### src/rtl/pid_pkg.sv
// Package for the periodic interrupt divider.
// Holds the default widths and the rate-code remapping shared by all modules.
package pid_pkg;
    localparam int PID_RATE_W  = 4;
    localparam int PID_CNT_W   = 15;
    // Codes up to this value are moved upward by PID_LOW_SHIFT.
    localparam int PID_LOW_MAX   = 2;
    localparam int PID_LOW_SHIFT = 7;

    // Decoded form of a rate code.
    typedef struct packed {
        logic       active;   // nonzero code
        logic [4:0] log2_per; // log2 of period in ticks
    } pid_rate_t;
endpackage

### src/rtl/pid_tick_counter.sv
// Free-running tick counter.
// Counts every cycle that has the tick enable high and wraps at 2^CNT_W.
// Assumes the tick is a one-cycle enable in the clk domain.
module pid_tick_counter #(
    parameter int CNT_W = pid_pkg::PID_CNT_W
) (
    input  logic             clk,
    input  logic             rst_n,
    input  logic             tick,
    output logic [CNT_W-1:0] cnt_q,
    output logic [CNT_W-1:0] cnt_inc
);
    // Value the count takes on the next tick.
    always_comb cnt_inc = cnt_q + 1'b1;

    // Advance the count on each tick; clear it on reset.
    always_ff @(posedge clk) begin
        if (!rst_n)
            cnt_q <= '0;
        else if (tick)
            cnt_q <= cnt_inc;
    end
endmodule

### src/rtl/pid_rate_decode.sv
// Rate decoder.
// Maps a rate code to an activity flag and to a mask of the count bits that
// must all be zero at an event. Codes 1..LOW_MAX are remapped upward by
// LOW_SHIFT. Assumes the longest period fits inside the counter width.
module pid_rate_decode #(
    parameter int RATE_W    = pid_pkg::PID_RATE_W,
    parameter int CNT_W     = pid_pkg::PID_CNT_W,
    parameter int LOW_MAX   = pid_pkg::PID_LOW_MAX,
    parameter int LOW_SHIFT = pid_pkg::PID_LOW_SHIFT
) (
    input  logic [RATE_W-1:0] code,
    output pid_pkg::pid_rate_t rate,
    output logic [CNT_W-1:0]  mask
);
    localparam int EFF_W = RATE_W + 1;

    logic [EFF_W-1:0] eff_code;

    // Remap low codes and derive log2 of the period.
    always_comb begin
        if (32'(code) <= LOW_MAX)
            eff_code = EFF_W'(code) + EFF_W'(LOW_SHIFT);
        else
            eff_code = EFF_W'(code);
        rate.active   = (code != '0);
        rate.log2_per = 5'(eff_code - 1'b1);
    end

    // One mask bit per counter bit below log2 of the period.
    for (genvar g = 0; g < CNT_W; g++) begin : g_mask
        assign mask[g] = (32'(g) < 32'(rate.log2_per));
    end
endmodule

### src/rtl/pid_event_gen.sv
// Event generator.
// Fires on the tick whose new count value has all masked bits at zero, and
// registers one-cycle outputs gated by their own enables.
// Assumes the period is at least two ticks, so outputs never last two cycles.
module pid_event_gen #(
    parameter int CNT_W = pid_pkg::PID_CNT_W
) (
    input  logic               clk,
    input  logic               rst_n,
    input  logic               tick,
    input  pid_pkg::pid_rate_t rate,
    input  logic [CNT_W-1:0]   mask,
    input  logic [CNT_W-1:0]   cnt_inc,
    input  logic               prd_en,
    input  logic               sqw_en,
    output logic               prd_strobe,
    output logic               sqw_pulse
);
    logic running;
    logic hit;

    // Divider runs with a nonzero code and at least one enable; hit on aligned ticks.
    always_comb begin
        running = rate.active && (prd_en || sqw_en);
        hit     = tick && running && ((cnt_inc & mask) == '0);
    end

    // Register the gated one-cycle outputs.
    always_ff @(posedge clk) begin
        if (!rst_n) begin
            prd_strobe <= 1'b0;
            sqw_pulse  <= 1'b0;
        end else begin
            prd_strobe <= hit && prd_en;
            sqw_pulse  <= hit && sqw_en;
        end
    end
endmodule

### src/rtl/pid_divider.sv
// Programmable periodic interrupt divider, top level.
// Divides the 32768 Hz tick by a power of two picked by the rate code, with
// events aligned to a free-running count, and drives a periodic strobe and a
// square-wave pulse. Assumes a synchronous active-low reset.
module pid_divider #(
    parameter int RATE_W = pid_pkg::PID_RATE_W,
    parameter int CNT_W  = pid_pkg::PID_CNT_W
) (
    input  logic              clk,
    input  logic              rst_n,
    input  logic              tick_32k,
    input  logic [RATE_W-1:0] rate_code,
    input  logic              prd_en,
    input  logic              sqw_en,
    output logic              prd_strobe,
    output logic              sqw_pulse
);
    logic [CNT_W-1:0]   count_q;
    logic [CNT_W-1:0]   count_inc;
    logic [CNT_W-1:0]   per_mask;
    pid_pkg::pid_rate_t rate_dec;

    pid_tick_counter #(.CNT_W(CNT_W)) u_cnt (
        .clk     (clk),
        .rst_n   (rst_n),
        .tick    (tick_32k),
        .cnt_q   (count_q),
        .cnt_inc (count_inc)
    );

    pid_rate_decode #(.RATE_W(RATE_W), .CNT_W(CNT_W)) u_dec (
        .code (rate_code),
        .rate (rate_dec),
        .mask (per_mask)
    );

    pid_event_gen #(.CNT_W(CNT_W)) u_evt (
        .clk        (clk),
        .rst_n      (rst_n),
        .tick       (tick_32k),
        .rate       (rate_dec),
        .mask       (per_mask),
        .cnt_inc    (count_inc),
        .prd_en     (prd_en),
        .sqw_en     (sqw_en),
        .prd_strobe (prd_strobe),
        .sqw_pulse  (sqw_pulse)
    );
endmodule

### config.mk
export PLATFORM = sky130hd
export DESIGN_NAME = pid_divider
export DESIGN_NICKNAME = d
export VERILOG_FILES = /design/src/rtl/pid_pkg.sv /design/src/rtl/pid_tick_counter.sv /design/src/rtl/pid_rate_decode.sv /design/src/rtl/pid_event_gen.sv /design/src/rtl/pid_divider.sv
export SDC_FILE = /design/constraint.sdc
export NUM_CORES = 1
export LEC_CHECK = 0
export BUFFER_PORTS_ARGS = -buffer_cell sky130_fd_sc_hd__buf_2
export CORE_ASPECT_RATIO = 1.2
export CORE_UTILIZATION = 30
export DETAILED_ROUTE_END_ITERATION = 7
export PLACE_DENSITY_LB_ADDON = 0.15
export REMOVE_ABC_BUFFERS = 1
export SLEW_MARGIN = 10
export SYNTH_ARGS = -nofsm -noshare
export SYNTH_HDL_FRONTEND = slang
export SYNTH_SLANG_ARGS = --single-unit
### constraint.sdc
create_clock -name clk -period 2.61 [get_ports clk]
set_clock_uncertainty 0.05 [all_clocks]
set_input_delay 0 -clock clk [delete_from_list [all_inputs] [get_ports clk]]
set_output_delay 0 -clock clk [all_outputs]
set_load 0.1 [all_outputs]
# Word level (Yosys, flattened, before mapping)
# Cells that the tools add are included.
# op_classes
add_sub_neg,3
n_lt_le_gt_ge,16
n_mux,1
bitwise_logic,1
n_reduce_logical,8
# op_table
op,count
"less-than comparator 4 x 5 -> 1 bit, first input constant",7
"less-than comparator 3 x 5 -> 1 bit, first input constant",4
"adder 15 x 1 -> 15 bit, second input constant",1
AND 15 bit,1
zero test 15 bit,1
"less-than comparator 1 x 5 -> 1 bit, first input constant",2
"less-than comparator 2 x 5 -> 1 bit, first input constant",2
"adder 4 x 3 -> 5 bit, second input constant",1
logical AND 1 bit,5
2-to-1 mux 5 bit,1
"subtractor 5 x 1 -> 5 bit, second input constant",1
"less-or-equal comparator 4 x 2 -> 1 bit, second input constant",1
nonzero test 4 bit,1
logical OR 1 bit,1
# totals
register_bits,17
in_bits,9
out_inout_bits,2
word_cells,32

# Logic depth before layout (Yosys ltp)
# depth
word_depth,8
mapped_depth,9
ltp_nobuf,8

# By module
# A second synthesis with hierarchy kept.
# hier_totals
hier_cells,185
hier_area_um2,1478.9
# modules_own_cells
mod,instances,cells_each,area_per_inst_um2,seq_area_each_um2
pid_tick_counter,1,113,944.7,300.3
pid_rate_decode,1,57,406.6,0.0
pid_event_gen,1,15,127.6,40.0

# Worst setup path after synthesis
# OpenSTA, ideal clock, no wires.
# synth_path
kind,register to register
start,register u_cnt.cnt_q[0]
end,register u_evt.sqw_pulse
setup_time_ns,0.088
t_arrival_ns,1.740
t_required_ns,2.472
setup_slack_ns,0.732
stages_incl_launch_ff,9
path_buffers,1
period_less_slack_ns,1.878
path_cell_list,dfxtp_1 > ha_1 > clkbuf_2 > and2_1 > a21oi_1 > o221a_2 > a2111oi_4 > nand2_1 > nor4_2
# synth_via
elab_chain_len,5
# synth_rtl
item,line,source
start: declaration,pid_tick_counter.sv:10,"output logic [CNT_W-1:0] cnt_q,"
start signal: assignment,pid_tick_counter.sv:21,cnt_q <= cnt_inc;
adder 15 x 1 -> 15 bit,pid_tick_counter.sv:14,always_comb cnt_inc = cnt_q + 1'b1;
AND 15 bit,pid_event_gen.sv:25,hit = tick && running && ((cnt_inc & mask) == '0);
zero test 15 bit,pid_event_gen.sv:25,
logical AND 1 bit,pid_event_gen.sv:25,
logical AND 1 bit,pid_event_gen.sv:35,sqw_pulse <= hit && sqw_en;
end signal: assignment,pid_event_gen.sv:35,
end: declaration,pid_event_gen.sv:17,output logic sqw_pulse
# No other way between the ends.
# A chain may end at the register's enable or synchronous reset.

# Worst setup path after layout
# layout_path
start,register u_cnt.cnt_q[0]
end,register u_evt.prd_strobe
# layout_via
elab_chain_len,5
# layout_rtl
item,line,source
adder 15 x 1 -> 15 bit,pid_tick_counter.sv:14,
AND 15 bit,pid_event_gen.sv:25,
zero test 15 bit,pid_event_gen.sv:25,
logical AND 1 bit,pid_event_gen.sv:25,
logical AND 1 bit,pid_event_gen.sv:34,prd_strobe <= hit && prd_en;
end signal: assignment,pid_event_gen.sv:34,
end: declaration,pid_event_gen.sv:16,"output logic prd_strobe,"
# No other way between the ends.

==> impl_results.rst <==
.. list-table::
   :header-rows: 1

   * - Metric
     - Value
   * - VDD IR max
     - 0.201 mV
   * - Gate Count Post-Synth
     - 162
   * - Share of the clock period used by the worst path
     - 0.807
   * - Share of Yosys cell area claimed by the top area cell type
     - 0.251
   * - Core Footprint
     - 4000 um2
   * - Run status
     - finished, final reports clean
   * - Count of nets left with antenna violations after detail routing
     - 0
   * - Kind of cell adding the most delay to the critical path
     - compound AO/OA/AOI/OAI gates
   * - Commonest cells post-synth
     - dfxtp_1, nand2_1, xnor2_1, and2_1, nor3_1
   * - Number of rows created at floorplan
     - 25
   * - Leak pwr
     - 0.504 nW
   * - Ant. Diodes
     - 0
   * - Post-layout nets
     - 182
   * - Fraction of layout cells with a size suffix above 1
     - 0.124
   * - Number of hold violations in the final report
     - 0
   * - Register Area
     - 320 um2
   * - Headroom to the max-slew limit
     - 0.656
   * - Maximum fanout along the worst path
     - 7
   * - Total power per unit cell area
     - 399 nW/um2
   * - Number of buffers added by the clock tree synthesis step
     - 3
   * - Kind of critical path
     - flop to flop
   * - Class of the tightest hold or removal check
     - input pin to flop
   * - Total global-route track usage
     - 0.146
   * - Post-detailed-placement cell area
     - 1330 um2
   * - GRT Max-Usage Layer
     - met2
   * - Cell Int Power
     - 0.000413 W
   * - M2 GR Usage
     - 0.241
   * - DRT Wirelength
     - 2980 um
   * - Worst-Margin Slew
     - 0.513 ns
   * - Ordered list of cells on the worst path
     - ha_1 -> nand4_1 -> or2_1 -> o311a_1 -> a21oi_1 -> o221ai_1 -> nor3_1
   * - Port buffer count
     - 10
   * - Leading cell types by total area after synthesis
     - dfxtp_1, xnor2_1, xor2_1, and2_1, nor3_1
   * - Met3 track demand over resource in global routing
     - 0.0229
   * - Sequential share of power
     - 0.450
   * - Initial antenna violation count
     - 0
   * - Initial detailed-routing violation count
     - 68
   * - Yosys synthesis warning count
     - 0
   * - Pin count of the biggest net entering global routing
     - 16
   * - Die Outline Area
     - 4520 um2
   * - H-Tree Level Count
     - 1
   * - Number of failing setup endpoints in the final timing report
     - 0
   * - Number of clock sinks seen by CTS
     - 16
   * - Cell variety after synth
     - 43
   * - Vias
     - 1123
   * - Aggregate global routing overflow
     - 0
   * - Crit-path max cell delay
     - 0.41 ns
   * - Clock-pin slew on the worst setup and hold paths
     - 0.07 ns
   * - I/O pin cnt
     - 11
   * - Share of power burned in combinational logic
     - 0.147
   * - Most instantiated library cell after synthesis
     - dfxtp_1
   * - Mean instance size in the synthesized netlist
     - 7.87 um2
   * - Grt met1 use
     - 0.185
   * - Async SR Flop Fraction
     - 0
   * - FILL cells
     - 455
   * - Proportion of power drawn by the clock network
     - 0.403
   * - Fin. max-slew vios
     - 0
   * - Clock tree from TritonCTS
     - built
   * - Resize count post-CTS
     - 0
   * - Number of search-and-repair iterations in the first detailed-routing pass
     - 4
   * - Critical Path AT
     - 2.23 ns
   * - Die Width
     - 61.5 um
   * - Post-place setup slack
     - 0.574 ns
   * - Register area share after synthesis
     - 0.251
   * - Cell Area, Synth
     - 1270 um2
   * - Design Area, Final
     - 1410 um2
   * - Commonest register cell after synthesis
     - dfxtp_1
   * - Area leader, netlist
     - dfxtp_1
   * - Number of vias per cell after detailed routing
     - 5.04
   * - Number of global-route vias before repair
     - 1078
   * - Cell at the slowest stage of the critical path
     - dfxtp_1
   * - First-pass GRT wire length
     - 4950 um
   * - Finished Layout Cells
     - 223
   * - Synth-to-Final Area Change
     - 10.3%
   * - Buffers and inverters on the worst path
     - 0
   * - Detail-routed net length per standard cell
     - 13.4 um
   * - Starting density of the core
     - 0.318
   * - Worst skew pair latency
     - 0.25 ns
   * - Final weighted congestion in routability-driven placement
     - 0.846
   * - CP endpoint kind
     - flop
   * - Clock root buffer
     - clkbuf_8
   * - Count of flip-flops with a built-in enable after synthesis
     - 0
   * - Maximum clock frequency
     - 0.475 GHz
   * - Post-DP HPWL
     - 2260 um
   * - Max-cap violations
     - 0
   * - Remaining design rule violation count
     - 0
   * - Minimum clock period
     - 2.11 ns
   * - RSZ-0062 raised after global routing
     - no
   * - Maximum buffer depth of the clock tree
     - 2
   * - Switching part of the total
     - 0.264
   * - Synthesized flop and latch total
     - 16
   * - Net switching power figure
     - 0.000148 W
   * - Worst setup SP type
     - flop
   * - Setup TNS
     - 0 ns
   * - Inst Count DP
     - 217
   * - Critical Path RT
     - 2.73 ns
   * - Final worst slack
     - 0.503 ns
   * - Multi-input gate area
     - 860 um2
   * - Y dimension of the die
     - 73.4 um
## worst register-to-register path, cell delays in order (launching register included)
cell      delay [ns]
dfxtp_1         0.41
ha_1            0.33
nand4_1         0.14
or2_1           0.23
o311a_1         0.33
a21oi_1         0.15
o221ai_1        0.18
nor3_1          0.22
## power by group through the flow
stage	Clock [W]	Combinational [W]	Sequential, W
global placement	0	0.0000789	0.000258
global route	0.000248	0.0000911	0.000253
detailed placement	0	0.0000799	0.000258
finish	0.000226	0.0000824	0.000253
CTS	0.000235	0.0000831	0.000253
floorplan	0	0.0000470	0.000262
## cells by family (layout without fill, tap and decap cells)
kind of cell,Yosys count,in the layout,share of synthesized area
and+or+nand+nor,72,72,0.303
AOI/OAI and AO/OA,29,29,0.175
xor gates and xnor gates,22,22,0.151
buffers and inverters,18,25,0.0746
DFF,16,16,0.251
adders and majority gates,3,3,0.0294
muxes,2,2,0.0157
## placed cells by master, fill, tap and decap left out, types with 3 or more instances in the layout
cell type  Yosys  final
a21oi_1        4      4
a32oi_1        3      3
and2_1        11     11
buf_2          3     10
clkbuf_8       0      4
dfxtp_1       16     16
ha_1           3      3
inv_1          9      9
nand2_1       14     14
nand3_1        7      7
nand4_1        3      3
nor2_1         9      9
nor2b_1        4      4
nor3_1        11     11
nor4_1         3      3
o21ai_0        6      6
or3_1          3      3
xnor2_1       13     13
xor2_1         9      9
## worst paths after layout
kind,startpoint,to,slack (ns),depth (start not counted)
min reg2reg,u_cnt.cnt_q[11]$_SDFFE_PN0P_,u_cnt.cnt_q[11]$_SDFFE_PN0P_,0.50,2
min,rst_n,u_cnt.cnt_q[11]$_SDFFE_PN0P_,0.06,2
max reg2reg,u_cnt.cnt_q[0]$_SDFFE_PN0P_,u_evt.prd_strobe$_SDFF_PN0_,0.50,7
max,u_cnt.cnt_q[0]$_SDFFE_PN0P_,u_evt.prd_strobe$_SDFF_PN0_,0.50,7
## per-layer routing
metal	share of wire	vias up	wire length, um
li1	-	581	-
met1	0.46	512	1360
met2	0.49	22	1470
met3	0.028	8	84
met4	0.022	0	66
met5	0	-	0
## through the flow
stage | util | hold slack [ns] | total power, W
finish | 0.351 | 0.0637 | 0.000561
global route | 0.351 | 0.0788 | 0.000592
CTS | 0.351 | 0.0759 | 0.000570
detailed placement | 0.333 | 0.208 | 0.000338
global placement | 0.333 | 0.202 | 0.000337
floorplan | - | 0.0717 | 0.000309
## cell type report
cell class              count  share of cell area
inverters                   9              0.0240
repair buffers             12              0.0498
well taps                  54              0.0480
multi-input cells         128               0.611
clock buffers               4              0.0391
flip-flops and latches     16               0.228
## what timing repair did
item / in CTS / in global routing
hold buffers: 2 / 0
hold endpoints to repair: 2 / 0
buffers inserted: 0 / 0
## flip-flops by register name (all words and copies together) (netlist names)
| register | flops |
|---|---|
| u_cnt.cnt_q | 14 |
| u_evt.prd_strobe | 1 |
| u_evt.sqw_pulse | 1 |
(Power assumes the default switching activity.)
